--- config.mk ---
export PLATFORM = sky130hd
export DESIGN_NAME = prog_ram_loader
export DESIGN_NICKNAME = d
export VERILOG_FILES = /design/src/rtl/ldr_pkg.sv /design/src/rtl/ldr_ctrl_reg.sv /design/src/rtl/ldr_addr_reg.sv /design/src/rtl/ldr_byte_seq.sv /design/src/rtl/prog_ram_loader.sv
export SDC_FILE = /design/constraint.sdc
export NUM_CORES = 1
export LEC_CHECK = 0
export BUFFER_PORTS_ARGS = -buffer_cell sky130_fd_sc_hd__buf_2
export CORE_MARGIN = 2
export CORE_UTILIZATION = 48
export DETAILED_ROUTE_END_ITERATION = 8
export GPL_ROUTABILITY_DRIVEN = 0
export GPL_TIMING_DRIVEN = 0
export PLACE_DENSITY = 0.8
export SLEW_MARGIN = 20
export SYNTH_ARGS = -nofsm -noshare
export SYNTH_HDL_FRONTEND = slang
export SYNTH_SLANG_ARGS = --single-unit
--- constraint.sdc ---
create_clock -name clk -period 2.08 [get_ports clk]
set_input_delay 0.104 -clock clk [delete_from_list [all_inputs] [get_ports clk]]
set_output_delay 0.104 -clock clk [all_outputs]
set_load 0.05 [all_outputs]
--- src/rtl/ldr_pkg.sv ---
package ldr_pkg;

  // Host register select codes; the bench and the checker rely on these.
  typedef enum logic [1:0] {
    SEL_CTRL    = 2'd0,
    SEL_DATA    = 2'd1,
    SEL_ADDR_LO = 2'd2,
    SEL_ADDR_HI = 2'd3
  } ldr_sel_e;

  // Control register bit positions.
  localparam int unsigned CTRL_LOAD_BIT   = 0;
  localparam int unsigned CTRL_SEQRST_BIT = 1;

endpackage

--- src/rtl/ldr_ctrl_reg.sv ---
module ldr_ctrl_reg #(
  parameter int unsigned BYTE_W = 8
) (
  input  logic              clk,
  input  logic              rst_n,
  input  logic              wr_en,
  input  logic [BYTE_W-1:0] wdata,
  output logic              load_en,
  output logic              seq_reset,
  output logic [BYTE_W-1:0] rd_value
);
  import ldr_pkg::*;

  logic load_en_d;
  logic seq_reset_d;

  always_comb begin
    load_en_d   = load_en;
    seq_reset_d = seq_reset;
    if (wr_en) begin
      load_en_d   = wdata[CTRL_LOAD_BIT];
      seq_reset_d = wdata[CTRL_SEQRST_BIT];
    end
  end

  always_ff @(posedge clk or negedge rst_n) begin
    if (!rst_n) begin
      load_en   <= 1'b0;
      seq_reset <= 1'b0;
    end else begin
      load_en   <= load_en_d;
      seq_reset <= seq_reset_d;
    end
  end

  always_comb begin
    rd_value                  = '0;
    rd_value[CTRL_LOAD_BIT]   = load_en;
    rd_value[CTRL_SEQRST_BIT] = seq_reset;
  end

endmodule

--- src/rtl/ldr_addr_reg.sv ---
module ldr_addr_reg #(
  parameter int unsigned ADDR_W = 9,
  parameter int unsigned BYTE_W = 8
) (
  input  logic              clk,
  input  logic              rst_n,
  input  logic              wr_lo,
  input  logic              wr_hi,
  input  logic [BYTE_W-1:0] wdata,
  input  logic              advance,
  output logic [ADDR_W-1:0] addr,
  output logic [BYTE_W-1:0] rd_lo,
  output logic [BYTE_W-1:0] rd_hi
);
  localparam int unsigned HI_W = ADDR_W - BYTE_W;

  logic [ADDR_W-1:0] addr_d;
  logic              addr_en;

  // Host writes and auto-advance never coincide: one access per cycle.
  always_comb begin
    addr_d  = addr;
    addr_en = 1'b0;
    if (wr_lo) begin
      addr_d[BYTE_W-1:0] = wdata;
      addr_en            = 1'b1;
    end else if (wr_hi) begin
      addr_d[ADDR_W-1:BYTE_W] = wdata[HI_W-1:0];
      addr_en                 = 1'b1;
    end else if (advance) begin
      addr_d  = addr + 1'b1;
      addr_en = 1'b1;
    end
  end

  always_ff @(posedge clk or negedge rst_n) begin
    if (!rst_n) begin
      addr <= '0;
    end else if (addr_en) begin
      addr <= addr_d;
    end
  end

  always_comb begin
    rd_lo = addr[BYTE_W-1:0];
    rd_hi = '0;
    rd_hi[HI_W-1:0] = addr[ADDR_W-1:BYTE_W];
  end

endmodule

--- src/rtl/ldr_byte_seq.sv ---
module ldr_byte_seq #(
  parameter int unsigned BYTE_W     = 8,
  parameter int unsigned WORD_BYTES = 4,
  localparam int unsigned IDX_W     = $clog2(WORD_BYTES),
  localparam int unsigned HOLD_W    = BYTE_W * (WORD_BYTES - 1)
) (
  input  logic              clk,
  input  logic              rst_n,
  input  logic              step_wr,
  input  logic              step_rd,
  input  logic              clear,
  input  logic [BYTE_W-1:0] wdata,
  output logic [IDX_W-1:0]  idx,
  output logic              last_byte,
  output logic [HOLD_W-1:0] hold
);
  localparam logic [IDX_W-1:0] LAST_IDX = IDX_W'(WORD_BYTES - 1);

  logic [IDX_W-1:0] idx_d;
  logic             step;

  assign step      = step_wr | step_rd;
  assign last_byte = (idx == LAST_IDX);

  always_comb begin
    idx_d = idx;
    if (clear) begin
      idx_d = '0;
    end else if (step) begin
      idx_d = last_byte ? '0 : idx + 1'b1;
    end
  end

  always_ff @(posedge clk or negedge rst_n) begin
    if (!rst_n) begin
      idx <= '0;
    end else begin
      idx <= idx_d;
    end
  end

  // One holding lane per byte below the top one; the top byte goes straight to RAM.
  for (genvar g = 0; g < WORD_BYTES - 1; g++) begin : g_lane
    logic lane_en;
    assign lane_en = step_wr && (idx == IDX_W'(g));

    always_ff @(posedge clk or negedge rst_n) begin
      if (!rst_n) begin
        hold[g*BYTE_W +: BYTE_W] <= '0;
      end else if (lane_en) begin
        hold[g*BYTE_W +: BYTE_W] <= wdata;
      end
    end
  end

endmodule

--- src/rtl/prog_ram_loader.sv ---
module prog_ram_loader #(
  parameter int unsigned ADDR_W     = 9,
  parameter int unsigned BYTE_W     = 8,
  parameter int unsigned WORD_BYTES = 4,
  localparam int unsigned WORD_W    = BYTE_W * WORD_BYTES,
  localparam int unsigned IDX_W     = $clog2(WORD_BYTES),
  localparam int unsigned HOLD_W    = BYTE_W * (WORD_BYTES - 1)
) (
  input  logic              clk,
  input  logic              rst_n,
  input  logic [1:0]        reg_sel,
  input  logic              reg_wr,
  input  logic              reg_rd,
  input  logic [BYTE_W-1:0] reg_wdata,
  output logic [BYTE_W-1:0] reg_rdata,
  output logic              seq_reset,
  output logic              ram_we,
  output logic [ADDR_W-1:0] ram_addr,
  output logic [WORD_W-1:0] ram_wdata,
  input  logic [WORD_W-1:0] ram_rdata
);
  import ldr_pkg::*;

  ldr_sel_e          sel;
  logic              host_rd;
  logic              ctrl_wr;
  logic              lo_wr;
  logic              hi_wr;
  logic              data_wr;
  logic              data_rd;
  logic              load_en;
  logic [IDX_W-1:0]  byte_idx;
  logic              last_byte;
  logic [HOLD_W-1:0] hold;
  logic              advance;
  logic [BYTE_W-1:0] ctrl_rd_value;
  logic [BYTE_W-1:0] lo_rd_value;
  logic [BYTE_W-1:0] hi_rd_value;
  logic [BYTE_W-1:0] data_rd_value;

  // Access decode; a write takes precedence over a read in the same cycle.
  assign sel     = ldr_sel_e'(reg_sel);
  assign host_rd = reg_rd & ~reg_wr;
  assign ctrl_wr = reg_wr && (sel == SEL_CTRL);
  assign lo_wr   = reg_wr && (sel == SEL_ADDR_LO);
  assign hi_wr   = reg_wr && (sel == SEL_ADDR_HI);
  assign data_wr = reg_wr && (sel == SEL_DATA) && load_en;
  assign data_rd = host_rd && (sel == SEL_DATA);

  ldr_ctrl_reg #(
    .BYTE_W (BYTE_W)
  ) u_ctrl (
    .clk       (clk),
    .rst_n     (rst_n),
    .wr_en     (ctrl_wr),
    .wdata     (reg_wdata),
    .load_en   (load_en),
    .seq_reset (seq_reset),
    .rd_value  (ctrl_rd_value)
  );

  ldr_byte_seq #(
    .BYTE_W     (BYTE_W),
    .WORD_BYTES (WORD_BYTES)
  ) u_bseq (
    .clk       (clk),
    .rst_n     (rst_n),
    .step_wr   (data_wr),
    .step_rd   (data_rd),
    .clear     (lo_wr | hi_wr),
    .wdata     (reg_wdata),
    .idx       (byte_idx),
    .last_byte (last_byte),
    .hold      (hold)
  );

  assign advance = (data_wr | data_rd) & last_byte;

  ldr_addr_reg #(
    .ADDR_W (ADDR_W),
    .BYTE_W (BYTE_W)
  ) u_addr (
    .clk     (clk),
    .rst_n   (rst_n),
    .wr_lo   (lo_wr),
    .wr_hi   (hi_wr),
    .wdata   (reg_wdata),
    .advance (advance),
    .addr    (ram_addr),
    .rd_lo   (lo_rd_value),
    .rd_hi   (hi_rd_value)
  );

  // Commit in the cycle of the top byte: held lanes plus the byte on the bus.
  assign ram_we    = data_wr & last_byte;
  assign ram_wdata = {reg_wdata, hold};

  // The RAM read port follows ram_addr; pick the lane for the current byte.
  assign data_rd_value = ram_rdata[byte_idx*BYTE_W +: BYTE_W];

  always_comb begin
    unique case (sel)
      SEL_CTRL:    reg_rdata = ctrl_rd_value;
      SEL_DATA:    reg_rdata = data_rd_value;
      SEL_ADDR_LO: reg_rdata = lo_rd_value;
      SEL_ADDR_HI: reg_rdata = hi_rd_value;
      default:     reg_rdata = '0;
    endcase
  end

endmodule

==> run metrics <==
Power Dens Cells=1290 nW/um^2; placed inst area=2850 um^2; Final min period=2.01 ns; sequential-to-total area share from yosys stat=40.1%; Post-Syn Area=2310 um^2; Syn Area/Cell=12.9 um^2; remaining antenna violation count=0; Final Slew Violations=0; antenna violations before repair=0; commonest non-fill, non-tap cells in the layout=96 x buf_2, 37 x dfrtp_1, 25 x mux2_4; root buffer cell=clkbuf_8; global-route wire length before repair=8510 um; CTS tree=built; maxcap violations=0; Switch Pwr=0.00182 W; die width=73.3 um; final setup fails=0; Critical Path, Cell by Cell=buf_4 -> mux4_2 -> a22o_1 -> buf_2; DRC violations left=0; Clock Skews=0.00865 ns; Post-Layout Inst Area=3010 um^2; Via density=5.52; Clk pwr share=19.7%; Leak=1.55 nW; worst hold-check path type=primary input to flip-flop; PortBufs=95; CP Launch Type=flip-flop; dpl ws=0.120 ns; clock sink count=37; share of post-route cells with drive strength above 1=57.6%; Worst Setup End Kind=primary output; CP Data Arrival Time=1.91 ns; Clk Latency, worst-skew pair=0.30 ns; CP Max Fanout=10; gr usage total=21.1%; Die H=73.3 um; worst slew pin tran=0.836 ns; Synth cell types=42; drt pass-1 iters=4; critical path's top delay family=multiplexers; Syn-to-layout area delta=30.3%; Nets=333; Detail Placement HPWL=4040 um; post-layout instance count excluding filler cells=337; diode count=0; H-Tree Depth=2; final hold vios=0; kind of critical path=flip-flop to primary output; fill count=380; I/O pins=97; placed cells=328; Clock transition at path regs=0.08 ns; DRT Wirelength=5470 um; Net Sw Frac=46.8%; YS warnings=0; Reg power frac=30.2%; PnR worst setup slack=0.0661 ns; Die Area=5380 um^2; Synth Register Bits=37; Slew HR=44.2%; status=finished clean; initial drt markers=130; Syn Nets=230; Routed WL per cell=16.2 um; Initial Util=49.2%; TritonCTS Buffers=5; largest net degree at the start of global routing=38; residual overflow from global routing=0; CORE AREA=4690 um^2; worst vdd rail ir drop=808 uV; clk buf depth=2; Mapped Cells=179; slowest cell on the critical path=mux4_2; commonest non-fill, non-tap cell in the layout=buf_2; Post-CTS Repair Setup Buffers=0; slowest stage delay, CP=0.52 ns; Gate power share=50.1%; Buf+Inv Stages, Crit Path=2; RSZ-0062 raised after global routing=true; Site Rows=25; fin crit share=96.8%; vias in the first global route=1,751; Worst EP required=1.98 ns; Via Count=1,860; Internal=0.00207 W; Max Clk Rate=497 MHz
## registers in the layout, indices dropped and copies added (netlist names)
register,count
u_ctrl.seq_reset,1
u_addr.addr,9
u_bseq.hold,24
u_bseq.idx,2
u_ctrl.load_en,1
## synthesized netlist by cell type, drive strengths merged
cell / number / area (um^2)
nand3b: 1 / 11.3
nand3: 4 / 20.0
and2b: 1 / 10.0
nand4: 2 / 12.5
nand2b: 1 / 6.26
a2bb2oi: 2 / 17.5
o21ai: 10 / 61.3
and4: 1 / 8.76
and2: 1 / 6.26
a31oi: 2 / 12.5
mux4: 9 / 203
and3b: 1 / 8.76
or3: 1 / 6.26
and4b: 1 / 10.0
a21oi: 11 / 58.8
o2bb2a: 5 / 50.1
nor2: 4 / 15.0
nand2: 14 / 109
mux2: 27 / 398
o22ai: 1 / 6.26
a22o: 6 / 52.6
clkbuf: 4 / 15.0
ha: 5 / 62.6
and3: 3 / 23.8
nor3b: 1 / 7.51
dfrtp: 37 / 926
a21boi: 1 / 7.51
nor2b: 1 / 6.26
buf: 14 / 109
o32ai: 1 / 8.76
inv: 2 / 7.51
mux2i: 5 / 50.1
## power by group through the flow
stage | Clock [W] | Sequential (W) | Combinational, W
CTS | 0.000777 | 0.00117 | 0.00196
global route | 0.000811 | 0.00121 | 0.00205
finish | 0.000766 | 0.00118 | 0.00195
floorplan | 0 | 0.00194 | 0.000728
global placement | 0 | 0.00118 | 0.00192
detailed placement | 0 | 0.00119 | 0.00195
## per-stage QoR
| step | hold slack, ns | total power [W] | setup TNS (ns) | utilization (%) |
|---|---|---|---|---|
| floorplan | -0.192 | 0.00267 | 0 | - |
| global placement | 0.240 | 0.00310 | 0 | 60.7 |
| detailed placement | 0.250 | 0.00313 | 0 | 60.7 |
| CTS | 0.0896 | 0.00391 | 0 | 64.0 |
| global route | 0.0988 | 0.00407 | -0.00579 | 64.1 |
| finish | 0.0941 | 0.00389 | 0 | 64.1 |
## worst paths after layout
check | to | start | slack, ns | cells after the start
setup / recovery | reg_rdata[2] | u_bseq.idx[0] | 0.07 | 4
hold / removal | u_bseq.hold[15] | reg_wdata[7] | 0.09 | 2
setup reg to reg | u_addr.addr[1] | u_bseq.idx[0] | 0.28 | 6
hold reg to reg | u_bseq.hold[3] | u_bseq.hold[3] | 0.51 | 1
max in group asynchronous | u_addr.addr[8] | rst_n | 1.09 | 2
min in group asynchronous | u_bseq.hold[3] | rst_n | 0.46 | 2
## layout make-up
class / count / area [um^2] / area share (%)
flip-flops and latches: 37 / 926 / 30.8
clock inverters: 3 / 68.8 / 2.29
clock buffers: 5 / 68.8 / 2.29
plain buffers: 18 / 130 / 4.33
inverters: 2 / 7.51 / 0.250
multi-input cells: 122 / 1250 / 41.6
repair buffers: 96 / 488 / 16.2
well taps: 54 / 67.6 / 2.25
## kinds of logic (layout without fill, tap and decap cells)
logic type,count (synthesis),after routing,synth area share (%)
DFF,37,37,40.1
buffers and inverters,20,124,5.69
muxes,41,41,28.2
adders and majority gates,5,5,2.71
and+or+nand+nor,37,37,11.3
AOI/OAI and AO/OA,39,39,11.9
## repair_timing
item                                    in CTS  in global routing
hold endpoints to repair                    37                  0
hold buffers                                 1                  0
cloned                                       0                  0
resized for setup                            2                  4
endpoints found under the setup margin       8                  2
## per-layer routing
| metal | track usage, % | part of all wire (%) | up-vias |
|---|---|---|---|
| met5 | 0 | 0 | - |
| met4 | 8.69 | 1.5 | 0 |
| met3 | 4.39 | 6.2 | 7 |
| met2 | 32.8 | 49 | 74 |
| met1 | 28.8 | 43 | 906 |
| li1 | - | - | 873 |
No activity file was read; power rests on OpenSTA's default activity.
